[src/rtl/mem_bank_regs.sv]
module mem_bank_regs #(
  parameter int ADDR_W  = 32,
  parameter int UNIT_LG = 23
) (
  input  logic                 clk,
  input  logic                 rst_n,
  input  logic                 auto_cfg,
  input  logic [11:0]          size_code,
  input  logic [11:0]          io_addr,
  input  logic [7:0]           io_wdata,
  input  logic                 io_rd,
  input  logic                 io_wr,
  output logic [7:0]           io_rdata,
  input  logic [ADDR_W-1:0]    phys_addr,
  output logic [5:0]           sel,
  output logic                 hit,
  output logic [UNIT_LG+1:0]   offset
);
  localparam int NS = 6;
  localparam int UW = ADDR_W - UNIT_LG;

  logic [4:0] ent [8];
  logic [2:0] idx;
  logic [NS-1:0] en;
  logic [4:0] base [NS];
  logic [4:0] auto_base [NS];
  logic [2:0] sz_u [NS];
  logic [NS-1:0] pop, big;
  logic [7:0] rd_val;

  always_comb begin
    logic [4:0] acc;
    acc = '0;
    for (int s = 0; s < NS; s++) begin
      case (size_code[2*s +: 2])
        2'b01:   sz_u[s] = 3'd1;
        2'b10:   sz_u[s] = 3'd4;
        default: sz_u[s] = 3'd0;
      endcase
      pop[s] = sz_u[s] != 3'd0;
      big[s] = sz_u[s] == 3'd4;
      auto_base[s] = acc;
      acc = acc + {2'b00, sz_u[s]};
    end
  end

  wire rd_pres = io_rd && io_addr == 12'h804;
  wire rd_size = io_rd && io_addr == 12'h820;
  wire wr_size = io_wr && io_addr == 12'h820;
  wire [2:0] wr_k = io_wdata[7:5];
  wire [4:0] wr_v = io_wdata[4:0];
  wire [2:0] low_k = wr_k - 3'd1;
  wire [4:0] start = (wr_k > 3'd1) ? ent[low_k] : 5'd0;
  wire map_upd = wr_size && wr_k >= 3'd1 && wr_k <= 3'd6 && pop[low_k];

  always_comb begin
    case (io_addr)
      12'h803: rd_val = {2'b00, big};
      12'h804: rd_val = {2'b11, ~pop};
      12'h820: rd_val = {3'b000, ent[idx]};
      12'h841: rd_val = 8'h01;
      default: rd_val = 8'hFF;
    endcase
  end

  always_ff @(posedge clk) begin
    if (!rst_n) begin
      for (int e = 0; e < 8; e++) ent[e] <= '0;
      idx      <= '0;
      io_rdata <= '0;
      for (int s = 0; s < NS; s++) begin
        en[s]   <= auto_cfg && pop[s];
        base[s] <= auto_cfg ? auto_base[s] : 5'd0;
      end
    end else begin
      if (io_rd) io_rdata <= rd_val;
      if (rd_size) idx <= idx + 3'd1;
      if (rd_pres) idx <= '0;
      if (wr_size) ent[wr_k] <= wr_v;
      if (map_upd) begin
        en[low_k]   <= wr_v != start;
        base[low_k] <= start;
      end
    end
  end

  wire [UW-1:0] unit = phys_addr[ADDR_W-1:UNIT_LG];
  logic [NS-1:0] in_win;
  logic [2:0] pick;

  always_comb begin
    for (int s = 0; s < NS; s++)
      in_win[s] = en[s] &&
        ({1'b0, unit} >= {{(UW-4){1'b0}}, base[s]}) &&
        ({1'b0, unit} < ({{(UW-4){1'b0}}, base[s]} + {{(UW-2){1'b0}}, sz_u[s]}));
    sel  = '0;
    pick = '0;
    for (int s = 0; s < NS; s++)
      if (in_win[s]) begin
        sel     = '0;
        sel[s]  = 1'b1;
        pick    = 3'(s);
      end
  end

  wire [UW-1:0] diff = unit - {{(UW-5){1'b0}}, base[pick]};
  assign hit    = |in_win;
  assign offset = hit ? {diff[1:0], phys_addr[UNIT_LG-1:0]} : '0;


  parity_byte_chk: assert property (@(posedge clk) disable iff (!rst_n)
    (io_rd && io_addr == 12'h841) |=> io_rdata == 8'h01);


  unlisted_ff_chk: assert property (@(posedge clk) disable iff (!rst_n)
    (io_rd && io_addr != 12'h803 && io_addr != 12'h804 &&
     io_addr != 12'h820 && io_addr != 12'h841) |=> io_rdata == 8'hFF);


  id_top_zero_chk: assert property (@(posedge clk) disable iff (!rst_n)
    (io_rd && io_addr == 12'h803) |=> io_rdata[7:6] == 2'b00);


  pres_idx_clr_chk: assert property (@(posedge clk) disable iff (!rst_n)
    rd_pres |=> idx == 3'd0);


  idx_step_chk: assert property (@(posedge clk) disable iff (!rst_n)
    rd_size |=> idx == $past(idx) + 3'd1);


  idx_hold_wr_chk: assert property (@(posedge clk) disable iff (!rst_n)
    (io_wr && !io_rd) |=> $stable(idx));


  edge_entry_chk: assert property (@(posedge clk) disable iff (!rst_n)
    (wr_size && (wr_k == 3'd0 || wr_k == 3'd7)) |=> $stable(en));


  sel_onehot_chk: assert property (@(posedge clk) disable iff (!rst_n)
    $onehot0(sel) && (hit == (sel != 6'd0)));
endmodule

[config.mk]
export PLATFORM = sky130hd
export DESIGN_NAME = mem_bank_regs
export DESIGN_NICKNAME = d
export VERILOG_FILES = /design/src/rtl/mem_bank_regs.sv
export SDC_FILE = /design/constraint.sdc
export NUM_CORES = 1
export LEC_CHECK = 0
export ABC_AREA = 1
export CAP_MARGIN = 20
export CORE_UTILIZATION = 30
export DETAILED_ROUTE_END_ITERATION = 10
export PLACE_DENSITY = 0.6
export SLEW_MARGIN = 20
export SYNTH_ARGS = -nofsm -noshare
export SYNTH_HDL_FRONTEND = slang
export SYNTH_SLANG_ARGS = --single-unit
[constraint.sdc]
create_clock -name clk -period 13 [get_ports clk]
set_input_delay 3.25 -clock clk [delete_from_list [all_inputs] [get_ports clk]]
set_output_delay 3.25 -clock clk [all_outputs]
set_load 0.01 [all_outputs]
=== After elaboration in Yosys (flattened, before gate mapping) ===
Memories as Yosys holds them, arrays and structs flattened. A register that Yosys moved wholly into a read port is not among the register bits.
Cells that the tools add are included.

* Bitwise operators: 2
* Reduce and logical (&&, ||, !) cells: 35
* Mux-type cells: 47
* $add $sub $neg: 13
* $lt $le $gt $ge: 17
* Equality and inequality tests: 24

{| class="wikitable"
|+ Operators with widths
! kind !! count
|-
| 9-bit by 5-bit >= comparator with 1-bit output || 6
|-
| 9-bit by 6-bit less-than comparator with 1-bit output || 6
|-
| 12-bit equality test (second input constant) || 4
|-
| 6-bit two-way mux || 7
|-
| 5-bit by 3-bit adder with 6-bit output || 6
|-
| 3-bit case mux with 2 select lines || 6
|-
| 8-bit case mux with 4 select lines || 1
|-
| 5-bit two-way mux || 6
|-
| 3-bit two-way mux || 9
|-
| 1-bit logical AND || 25
|-
| 25-bit two-way mux || 1
|-
| 3-bit equality test (second input constant) || 6
|-
| 3-bit nonzero test || 6
|-
| 1-bit two-way mux || 13
|-
| 2-bit by 1-bit equality test with 1-bit output (second input constant) || 6
|-
| 2-bit equality test (second input constant) || 6
|-
| 5-bit by 3-bit adder with 5-bit output || 2
|-
| 5-bit OR reduction || 2
|-
| 6-bit bitwise mux || 1
|-
| 3-bit by 1-bit >= comparator with 1-bit output (second input constant) || 2
|-
| 6-bit NOT || 1
|-
| 6-bit OR reduction || 1
|-
| 4-bit by 3-bit adder with 5-bit output || 1
|-
| 5-bit != test || 1
|-
| other kinds (13) || 13
|}

* Logic and storage cells: 143
* RAM bits: 70
* Memories: 2
* Input bits: 69
* Register bits: 17
* Output and inout bits: 40

{| class="wikitable"
|+ Memory list
! memory !! words !! width !! read ports !! clocked after memory_dff !! write ports !! line !! text
|-
| ent || 8 || 5 || 2 || 1 || 8 || 22 || <nowiki>logic [4:0] ent [8];</nowiki>
|-
| base || 6 || 5 || 7 || 0 || 6 || 25 || <nowiki>logic [4:0] base [NS];</nowiki>
|}

=== Depth between registers and ports, before layout ===
Gate-level depths: netlist of run 1.
An unclocked memory read counts as a cell.

* Depth after elaboration: 13
* Mapped depth: 28
* Mapped depth without buffers: 28

=== Worst setup path after synthesis of run 1 ===
Ideal clock, no wire load.

* Kind: input to output
* Start point: input size_code[3]
* End point: output offset[24]
* Required time: 9.750 ns
* Buffers on the path: 0
* Slack: 3.641 ns
* Stages: 25
* Arrival: 6.109 ns
* Path through: inv_1 -> ha_1 -> ha_1 -> ha_1 -> nand3_1 -> a21oi_1 -> xor2_1 -> ha_1 -> a21oi_1 -> nand2_1 -> nor2_1 -> nor2_1 -> nor2_1 -> nand2_1 -> nand2_1 -> nand2_1 -> nand2_1 -> nand2_1 -> nand2_1 -> a31oi_1 -> a31oi_1 -> ha_1 -> xor2_1 -> a21oi_1 -> nor2_1

* Cells in the longest elaborated chain, start to end: 13
* Elaborated cells between the ends (all ways): 15
* Classes of those cells: 2 x add/sub; 1 x order compare; 2 x eq/ne; 7 x mux; 2 x reduce/logical; 1 x memory

{| class="wikitable"
|+ Ends and longest elaborated chain
! item !! line !! text
|-
| start, declared || 8 || <nowiki>input logic [11:0] size_code,</nowiki>
|-
| 2-bit equality test or 2-bit by 1-bit equality test with 1-bit output (tied branches) || 35 || <nowiki>case (size_code[2*s +: 2])</nowiki>
|-
| 3-bit case mux with 2 select lines * || 35 ||
|-
| 5-bit by 3-bit adder with 6-bit output * || 95 || <nowiki>({1'b0, unit} < ({{(UW-4){1'b0}}, base[s]} + {{(UW-2){1'b0}}, sz_u[s]}));</nowiki>
|-
| 9-bit by 6-bit less-than comparator with 1-bit output * || 95 ||
|-
| 1-bit logical AND * || 94 || <nowiki>({1'b0, unit} >= {{(UW-4){1'b0}}, base[s]}) &&</nowiki>
|-
| 1-bit two-way mux || 99 || <nowiki>if (in_win[s]) begin</nowiki>
|-
| 3-bit two-way mux (4 in a row) || 99 ||
|-
| memory read 6 x 5 bit || -- ||
|-
| 2-bit subtractor || 106 || <nowiki>wire [UW-1:0] diff = unit - {{(UW-5){1'b0}}, base[pick]};</nowiki>
|-
| 25-bit two-way mux * || 108 || <nowiki>assign offset = hit ? {diff[1:0], phys_addr[UNIT_LG-1:0]} : '0;</nowiki>
|-
| end, declared || 17 || <nowiki>output logic [UNIT_LG+1:0] offset</nowiki>
|}

Mark *: on every way between the ends. The rest lies on a longest branch, timed or not.

=== Final worst setup path of run 1 ===
Same ends and word-level chain as after synthesis.

==> summary.txt, run 1 <==
Outcome
  – Status: finished, final reports clean

Critical path
  – Worst reg-to-reg path cell count: 5
  – Largest stage delay, worst path: 0.54 ns
  – CP Max Fanout: 5
  – Critical Path End Type: output pin
  – R2R setup slack: 10.77 ns
  – CP Class: input port to output pin
  – Worst EP required: 9.75 ns
  – CP Launch Type: input port
  – Cell mode on critical path: nand2_1
  – Slowest-stage cell, CP: clkdlybuf4s50_1
  – CP arrival: 7.54 ns

Synth
  – Syn nets: 1282
  – Synth Warn #: 0
  – Number of synthesized register bits: 89
  – Synthesized area: 0.00821 mm2
  – Synth Flop Type: edfxtp_1
  – Post-synth EDFFs: 76
  – Seq/Total Area, Yosys: 31.0%
  – Mean Syn Cell Area: 7.43 um2
  – Gate Count Post-Synth: 1104
  – Synth cell types: 61
  – Async set-reset flop share out of synthesis: 0%

Die
  – Starting density of the core: 30.5%
  – Die span in y: 167 um
  – Die span in x: 167 um
  – Die ar.: 0.0280 mm2
  – IO Pins: 109
  – Core area: 0.0269 mm2
  – Rows: 60

Power and ir drop
  – Pwr Density: 82.1 mW/mm2
  – Max IR drop VDD: 0.0583 mV
  – P_leak: 0.00470 uW

Detailed routing
  – Routed Antenna Nets: 0
  – Number of DRC markers in iteration 0: 583
  – Total wire length: 23400 um
  – Vias after detailed routing: 7492
  – Wire length per cell: 15.1 um
  – Number of remaining DRC errors: 0
  – Drt first pass iters: 5
  – Vias/cell: 4.83

Min path
  – Min-delay worst type: flop to flop
  – Hold depth: 2

Clock tree
  – H-tree depth: 3
  – TritonCTS clock tree: done
  – Clock Pin Slew Worst Setup and Hold Paths: 0.06 ns
  – Worst-Skew Late Latency: 0.36 ns
  – Post-CTS Setup Bufs: 0
  – Sink Count: 89
  – Post-cts hold buffer count: 0
  – TritonCTS Buffers: 9
  – CTS Buffer Depth: 2
  – Clock Tree Root: clkbuf_16
  – Cts repair resizes: 0

Placed design
  – I/O Buffers: 108
  – DP Area: 0.00963 mm2
  – RD Place Congestion: 0.900
  – DP Worst Slack: 2.24 ns
  – Hpwl dp: 19000 um

Global route
  – Gr ovfl total: 0
  – Initial antenna violation count: 0
  – GRT Total Usage: 16.9%
  – Vias in the first global route: 7040
  – Largest net degree at the start of global routing: 40
  – Global-route wire length before repair: 37100 um

Timing
  – Final setup fails: 0
  – RSZ-0062 raised after global routing: no
  – Final worst setup slack: 2.21 ns
  – Final Hold Fails: 0
  – Final Max Tran Viols: 0
  – Relative slew slack: 43.8%
  – Setup TNS Final: 0 ns
  – WHS: 0.479 ns
  – Slew @ Worst Pin: 0.840 ns
  – Fmax: 0.0927 GHz
  – Minimum clock period: 10.79 ns
  – Final worst path period share: 83.0%
  – Skew final: 0.00824 ns

Cells and area
  – Design area: 0.00989 mm2
  – Fin util: 36.8%
  – Synth-to-Final Area Change: 20.5%
  – Layout cells sized above 1: 5.45%
  – Filler cell count: 2823
  – Inserted Diodes: 0
  – Final nets: 1383

Job
  – Max-cap viol count: 0
## worst paths after layout
path / startpoint / endpoint
worst max-delay path: size_code[3] / offset[24]
worst min register to register: idx[2]$_SDFFE_PP0P_ / flop
worst max register to register: flop / io_rdata[2]$_SDFFE_PN0P_
worst min-delay path: idx[2]$_SDFFE_PP0P_ / flop
## layer usage
metal	global-route usage (%)	share of wire, %	up-vias
met4	7.22	3.0	0
met5	0	0	-
met2	29.4	48	204
met3	2.01	4.4	37
met1	21.2	45	3421
li1	-	-	3830
## through the flow
stage | instances | total power (uW)
2_1_floorplan | 1104 | 489
3_3_place_gp | 1535 | 576
3_5_place_dp | 1535 | 580
4_1_cts | 1551 | 816
5_1_grt | 1551 | 858
6_report | 1551 | 812
## report_power, final
group          switching, uW  internal, uW  total, uW
combinational            137          95.4        232
sequential              13.9           328        342
clock                    109           129        238
total                    259           552        812
## cells by family after synthesis
| kind of cell | Yosys count | synth area share, % |
|---|---|---|
| compound gates | 133 | 10.0 |
| buf+inv | 200 | 9.71 |
| fa+ha+maj | 109 | 16.7 |
| simple gates | 545 | 29.6 |
| flops | 89 | 31.0 |
| xor+xnor | 28 | 2.99 |
## layout make-up
| type | instances | area, um2 | share of cell area (%) |
|---|---|---|---|
| clock inverter | 5 | 31.3 | 0.316 |
| timing repair buffer | 110 | 1100 | 11.1 |
| tap | 341 | 427 | 4.31 |
| sequential | 89 | 2540 | 25.7 |
| multi-input combinational | 815 | 4870 | 49.2 |
| clock buffer | 11 | 233 | 2.35 |
| inverter | 180 | 692 | 7.00 |
## registers in the layout (all words and copies together) (netlist names), named ones only
signal,cells
en,6
ent,40
idx,3
base,30
io_rdata,7
## cell usage after synthesis (3+ instances only)
| cell type | n | area [um2] |
|---|---|---|
| a21oi_1 | 42 | 210 |
| a221oi_1 | 4 | 35.0 |
| a31oi_1 | 3 | 18.8 |
| buf_2 | 3 | 15.0 |
| buf_4 | 7 | 52.6 |
| clkbuf_1 | 9 | 33.8 |
| clkinv_1 | 4 | 15.0 |
| dfxtp_1 | 13 | 260 |
| edfxtp_1 | 76 | 2280 |
| ha_1 | 108 | 1350 |
| inv_1 | 161 | 604 |
| inv_2 | 11 | 41.3 |
| nand2_1 | 260 | 976 |
| nand2_2 | 4 | 25.0 |
| nand2_4 | 4 | 45.0 |
| nand3_1 | 57 | 285 |
| nand3_2 | 4 | 40.0 |
| nand4_1 | 17 | 106 |
| nor2_1 | 159 | 597 |
| nor2_2 | 3 | 18.8 |
| nor3_1 | 8 | 40.0 |
| nor3b_1 | 4 | 30.0 |
| o211ai_1 | 3 | 22.5 |
| o21ai_0 | 36 | 180 |
| o21ai_1 | 7 | 35.0 |
| o221ai_1 | 5 | 43.8 |
| o22ai_1 | 7 | 43.8 |
| o311ai_0 | 4 | 35.0 |
| o31ai_1 | 9 | 67.6 |
| or2_1 | 3 | 18.8 |
| or2_2 | 4 | 25.0 |
| xnor2_1 | 10 | 87.6 |
| xor2_1 | 18 | 158 |
## worst max-delay path: cells and delay by family
| kind | cells | cell delay [ns] |
|---|---|---|
| xor gates and xnor gates | 2 | 0.32 |
| and+or+nand+nor | 12 | 1.21 |
| buffers and inverters | 3 | 1.09 |
| AOI/OAI and AO/OA | 5 | 0.52 |
| adders and majority gates | 5 | 1.12 |
## cell usage in the layout (no fill, tap or decap), types with 11 or more instances in the layout
| master | Yosys | routed |
|---|---|---|
| dfxtp_1 | 13 | 13 |
| xor2_1 | 18 | 18 |
| nor2_1 | 159 | 159 |
| nand3_1 | 57 | 57 |
| edfxtp_1 | 76 | 76 |
| inv_2 | 11 | 11 |
| nand2_1 | 260 | 260 |
| nand4_1 | 17 | 17 |
| inv_1 | 161 | 161 |
| a21oi_1 | 42 | 42 |
| o21ai_0 | 36 | 36 |
| clkdlybuf4s50_1 | 0 | 108 |
| ha_1 | 108 | 108 |
(Power assumes the default switching activity.)
==> inputs of run 2 (changes only) <==
--- a/config.mk
+++ b/config.mk
@@ -9,7 +9,7 @@
 export CAP_MARGIN = 20
 export CORE_UTILIZATION = 30
 export DETAILED_ROUTE_END_ITERATION = 10
-export PLACE_DENSITY = 0.6
+export PLACE_DENSITY = 0.61
 export SLEW_MARGIN = 20
 export SYNTH_ARGS = -nofsm -noshare
 export SYNTH_HDL_FRONTEND = slang
==> constraint.sdc (replaced) <==
create_clock -name clk -period 9.5 [get_ports clk]
set_input_delay 2.375 -clock clk [delete_from_list [all_inputs] [get_ports clk]]
set_output_delay 2.375 -clock clk [all_outputs]
set_load 0.01 [all_outputs]
==> run 2 against run 1 <==
Clock power is 39% higher. Combinational power up 37%. Die area unchanged. Critical path type unchanged. Sequential share of layout area barely moved. Clock skew up 0.0031 ns. Cell count unchanged. Largest cell class unchanged. Via count hardly changed.
==> summary.txt, run 2 (same netlist as run 1, synthesis figures left out) <==
Detailed routing
  – Vias after detailed routing: 7488 (-0.053%)
  – Routed Antenna Nets: 0 (unchanged)
  – Vias/cell: 4.83 (about the same)
  – Drt first pass iters: 5 (unchanged)
  – Number of remaining DRC errors: 0 (unchanged)
  – Total wire length: 23400 um (about the same)
  – Wire length per cell: 15.1 um (about the same)
  – Number of DRC markers in iteration 0: 421 (-28%)

Timing
  – Final Max Tran Viols: 0 (unchanged)
  – RSZ-0062 raised after global routing: no
  – Final worst path period share: 94.2%
  – Slew @ Worst Pin: 0.805 ns (-0.0355 ns)
  – Minimum clock period: 8.95 ns
  – Final setup fails: 0 (unchanged)
  – Setup TNS Final: 0 ns (unchanged)
  – Final Hold Fails: 0 (unchanged)
  – Skew final: 0.0113 ns (+0.00305 ns)
  – Fmax: 0.112 GHz
  – Relative slew slack: 46.2% (+2.4 points)

Cells and area
  – Filler cell count: 2850 (+0.96%)
  – Final Non-Filler Cells: 1551 (unchanged)
  – Design area: 0.00990 mm2 (about the same)
  – Final nets: 1383 (unchanged)
  – Regs by FF count: ent x40, base x30, io_rdata x7
  – Commonest cells after routing, fill and taps aside: 260 x nand2_1, 161 x inv_1, 159 x nor2_1
  – Synth-to-Final Area Change: 20.6% (about the same)
  – Commonest non-fill, non-tap cell in the layout: nand2_1
  – Number of flip-flops in the largest register: 40 (unchanged)
  – Layout cells sized above 1: 5.62% (+0.17 points)
  – Largest register by flop count: ent
  – Inserted Diodes: 0 (unchanged)

Clock tree
  – Sink Count: 89 (unchanged)
  – Clock Tree Root: clkbuf_16
  – Cts repair resizes: 0 (unchanged)
  – TritonCTS Buffers: 9 (unchanged)
  – H-tree depth: 3 (unchanged)
  – Post-cts hold buffer count: 0 (unchanged)
  – TritonCTS clock tree: done
  – Clock Pin Slew Worst Setup and Hold Paths: 0.06 ns (about the same)
  – Post-CTS Setup Bufs: 0 (unchanged)
  – Worst-Skew Late Latency: 0.35 ns (about the same)
  – CTS Buffer Depth: 2 (unchanged)

Critical path
  – Critical Path End Type: output pin
  – Worst reg-to-reg path cell count: 5 (unchanged)
  – Slowest-stage cell, CP: clkdlybuf4s50_1
  – CP arrival: 6.58 ns (-0.96 ns)
  – Worst EP required: 7.13 ns (-2.62 ns)
  – CP Class: input port to output pin
  – R2R setup slack: 7.18 ns (-3.59 ns)
  – Critical Path Source: size_code[3]
  – CP Launch Type: input port
  – Cell mode on critical path: nand2_1
  – Largest stage delay, worst path: 0.54 ns (about the same)
  – Reg2reg end: io_rdata[3]$_SDFFE_PN0P_
  – CP Max Fanout: 5 (unchanged)

Die
  – Die span in y: 167 um (unchanged)
  – Die span in x: 167 um (unchanged)
  – Die ar.: 0.0280 mm2 (unchanged)
  – Core area: 0.0269 mm2 (unchanged)
  – IO Pins: 109 (unchanged)
  – Rows: 60 (unchanged)
  – Starting density of the core: 30.5% (unchanged)

Placed design
  – DP Area: 0.00963 mm2 (unchanged)
  – RD Place Congestion: 0.908 (+0.84%)
  – Hpwl dp: 19000 um (+0.22%)
  – I/O Buffers: 108 (unchanged)
  – Cell total after placement: 1535 (unchanged)

Min path
  – Hold depth: 2 (unchanged)
  – Min-delay worst type: flop to flop
  – Worst hold start: idx[2]$_SDFFE_PP0P_

Global route
  – Vias in the first global route: 7244 (+2.9%)
  – Gr ovfl total: 0 (unchanged)
  – GRT Total Usage: 17.0% (about the same)
  – Largest net degree at the start of global routing: 40 (unchanged)
  – Initial antenna violation count: 0 (unchanged)
  – Global-route wire length before repair: 37500 um (+0.99%)

Power and ir drop
  – Max IR drop VDD: 0.0760 mV (+31%)
  – P_leak: 0.00471 uW (+0.20%)
  – Pwr Density: 113 mW/mm2 (+37%)

Outcome
  – Status: finished, final reports clean

Job
  – Max-cap viol count: 0 (unchanged)
==> run 2: layout make-up <==
| cell class | instances | area (um2) | share of cell area (%) |
|---|---|---|---|
| Sequential cell | 89 | 2540 | 25.7 |
| Clock buffer | 10 | 229 | 2.31 |
| Tap cell | 341 | 427 | 4.31 |
| Timing Repair Buffer | 110 | 1100 | 11.1 |
| Inverter | 180 | 692 | 6.99 |
| Multi-Input combinational cell | 815 | 4870 | 49.2 |
| Clock inverter | 6 | 42.5 | 0.430 |
==> run 2: power by group <==
group | switching (uW) | leakage [uW] | internal [uW]
registers | 19.2 | 0.000837 | 449
clock network | 153 | 0.000130 | 178
logic | 186 | 0.00374 | 130
==> run 2: critical path, delay by kind of cell <==
kind	cells	cell delay, ns
AOI/OAI and AO/OA	5	0.50
xor gates and xnor gates	2	0.32
adders and majority gates	5	1.12
buffers and inverters	3	1.10
and+or+nand+nor	12	1.15
==> run 2: how the worst max path moves through the flow <==
stage                     cells after the start    endpoint  slack [ns]
final                                        27  offset[24]        0.55
after global routing                         27  offset[24]        0.15
after CTS                                    27  offset[24]        0.58
after detailed placement                     27  offset[24]        0.59
after global placement                       27  offset[24]        0.68
after floorplan                              25  offset[24]        1.89
==> run 2: routing by layer <==
layer / vias to the layer above / global-route usage (%) / part of all wire [%]
met3: 28 / 2.13 / 4.2
met1: 3440 / 21.3 / 46
met4: 0 / 5.42 / 1.8
li1: 3825 / - / -
met5: - / 0 / 0
met2: 195 / 30.0 / 48
==> run 2: stage by stage <==
stage	utilization, %	setup slack [ns]	hold WS [ns]	total power [uW]
global route	36.8	0.150	0.496	1180
CTS	36.8	0.584	0.490	1120
global placement	35.8	0.676	0.467	786
detailed placement	35.8	0.591	0.480	793
finish	36.8	0.548	0.486	1120
floorplan	-	1.89	0.453	669
==> inputs of run 3 (changes only) <==
--- a/config.mk
+++ b/config.mk
@@ -7,6 +7,7 @@
 export LEC_CHECK = 0
 export ABC_AREA = 1
 export CAP_MARGIN = 20
+export CORE_MARGIN = 8
 export CORE_UTILIZATION = 30
 export DETAILED_ROUTE_END_ITERATION = 10
 export PLACE_DENSITY = 0.61
==> run 3 against run 2 <==
Clock skew is 0.0041 ns lower. Worst setup slack worse by 0.069 ns. Utilization is 0.11 points higher. Cell count stayed put. Fmax is 0.76% lower. Sequential power hardly changed. Global-route usage is 2.6 points lower. Routed wire length is 2.4% higher. Clock-buffer cell count is 3 higher. Critical path type unchanged. Total power is 2.1% higher. Largest power group unchanged.
==> summary.txt, run 3 (same netlist as run 1, synthesis figures left out) <==
Cells and area
  – Regs by FF count: ent x40, base x30, io_rdata x7
  – Commonest cells after routing, fill and taps aside: 260 x nand2_1, 161 x inv_1, 159 x nor2_1
  – Fin util: 36.9% (+0.11 points)
  – Synth-to-Final Area Change: 20.9%
  – Inserted Diodes: 0 (unchanged)
  – Layout cells sized above 1: 5.70% (+0.083 points)
  – Design area: 0.00993 mm2 (+0.30%)
  – Largest register by flop count: ent
  – Number of flip-flops in the largest register: 40 (unchanged)
  – Commonest non-fill, non-tap cell in the layout: nand2_1
  – Final nets: 1383 (unchanged)

Clock tree
  – Post-CTS Setup Bufs: 0 (unchanged)
  – Clock Tree Root: clkbuf_16
  – Clock Pin Slew Worst Setup and Hold Paths: 0.06 ns (about the same)
  – Sink Count: 89 (unchanged)
  – Cts repair resizes: 0 (unchanged)
  – Post-cts hold buffer count: 0 (unchanged)
  – H-tree depth: 3 (unchanged)
  – CTS Buffer Depth: 2 (unchanged)
  – TritonCTS Buffers: 9 (unchanged)
  – TritonCTS clock tree: done
  – Worst-Skew Late Latency: 0.35 ns (about the same)

Die
  – Die span in x: 181 um (+8.4%)
  – Starting density of the core: 30.5% (unchanged)
  – IO Pins: 109 (unchanged)
  – Core area: 0.0269 mm2 (unchanged)
  – Die ar.: 0.0329 mm2 (+17%)
  – Rows: 60 (unchanged)
  – Die span in y: 181 um (+8.4%)

Detailed routing
  – Number of DRC markers in iteration 0: 562 (+33%)
  – Total wire length: 24000 um (+2.4%)
  – Vias/cell: 4.84 (+0.23%)
  – Number of remaining DRC errors: 0 (unchanged)
  – Routed Antenna Nets: 0 (unchanged)
  – Wire length per cell: 15.5 um (+2.4%)
  – Vias after detailed routing: 7505 (+0.23%)
  – Drt first pass iters: 7 (+2)

Timing
  – Final Hold Fails: 0 (unchanged)
  – Slew @ Worst Pin: 0.798 ns (-0.00704 ns)
  – Setup TNS Final: 0 ns (unchanged)
  – Final Max Tran Viols: 0 (unchanged)
  – Relative slew slack: 46.8% (+0.56 points)
  – RSZ-0062 raised after global routing: no
  – Final setup fails: 0 (unchanged)
  – Skew final: 0.00716 ns (-0.00413 ns)
  – Minimum clock period: 9.02 ns (+0.0688 ns)
  – Final worst path period share: 95.0% (+0.72 points)
  – Fmax: 0.111 GHz (-0.76%)

Power and ir drop
  – P_leak: 0.00473 uW (+0.44%)
  – Pwr Density: 115 mW/mm2 (+1.8%)
  – Max IR drop VDD: 0.124 mV (+62%)

Global route
  – Initial antenna violation count: 1 (+1)
  – Vias in the first global route: 7183 (-0.84%)
  – Largest net degree at the start of global routing: 40 (unchanged)
  – Global-route wire length before repair: 38000 um (+1.3%)
  – GRT Total Usage: 14.4% (-2.6 points)
  – Gr ovfl total: 0 (unchanged)

Critical path
  – Critical Path End Type: output pin
  – CP Class: input port to output pin
  – CP arrival: 6.65 ns (+0.07 ns)
  – CP Max Fanout: 5 (unchanged)
  – CP Launch Type: input port
  – Worst EP required: 7.13 ns (about the same)

Placed design
  – I/O Buffers: 108 (unchanged)
  – RD Place Congestion: 0.902 (-0.66%)
  – DP Area: 0.00963 mm2 (unchanged)
  – Hpwl dp: 19500 um (+2.3%)

Job
  – Max-cap viol count: 0 (unchanged)

Min path
  – Min-delay worst type: flop to flop

Outcome
  – Status: finished, final reports clean
==> run 3: cell count changes in the layout (fill, tap and decap cells not counted), sizes merged <==
cell      delta
clkbuf       +3
clkinv       -2
clkinvlp     -1
==> run 3: final timing paths <==
kind                                           from                       end  slack (ns)  cells past startpoint
worst min-delay path            idx[2]$_SDFFE_PP0P_                      flop        0.48                      2
worst min register to register  idx[2]$_SDFFE_PP0P_                      flop        0.48                      2
worst max register to register                 flop  io_rdata[2]$_SDFFE_PN0P_        7.09                      5
worst max-delay path                   size_code[3]                offset[24]        0.48                     27
==> run 3: cell type report <==
cell class / instances / area (um2)
Sequential cell: 89 / 2540
Timing Repair Buffer: 110 / 1100
Clock inverter: 3 / 20.0
Multi-Input combinational cell: 815 / 4870
Inverter: 180 / 692
Tap cell: 341 / 427
Fill cell: 2810 / 16900
Clock buffer: 13 / 282
==> run 3: worst max-delay path, stage by stage <==
cell	delay [ns]
clkdlybuf4s50_1	0.50
inv_1	0.06
ha_1	0.21
ha_1	0.20
ha_1	0.21
nand3_1	0.09
a21oi_1	0.07
xor2_1	0.14
ha_1	0.31
a21oi_1	0.16
nand2_1	0.06
nor2_1	0.14
nor2_1	0.07
nor2_1	0.17
nand2_1	0.13
nand2_1	0.07
nand2_1	0.12
nand2_1	0.15
nand2_1	0.08
nand2_1	0.07
a31oi_1	0.04
a31oi_1	0.15
ha_1	0.17
xor2_1	0.18
a21oi_1	0.07
nor2_1	0.11
clkdlybuf4s50_1	0.54
==> run 3: routing by layer <==
layer | part of all wire, % | global-route usage [%] | vias to the layer above | wire length (um)
li1 | - | - | 3826 | -
met1 | 45 | 17.6 | 3409 | 10900
met2 | 47 | 24.8 | 231 | 11400
met3 | 5.0 | 2.69 | 37 | 1190
met4 | 2.4 | 4.95 | 2 | 574
met5 | 0.038 | 0 | - | 9
==> run 3: where the power goes <==
group / leakage (uW) / switching, uW / internal (uW)
Sequential: 0.000837 / 19.2 / 449
Clock: 0.000151 / 147 / 208
Combinational: 0.00374 / 186 / 130
==> run 3: per-stage QoR <==
stage	hold slack [ns]	instances	power, uW	worst slack [ns]
6_report	0.479	1551	1140	0.479
3_5_place_dp	0.476	1535	793	0.498
4_1_cts	0.485	1551	1150	0.488
5_1_grt	0.514	1551	1200	0.0777
3_3_place_gp	0.463	1535	788	0.609
2_1_floorplan	0.453	1104	669	1.89
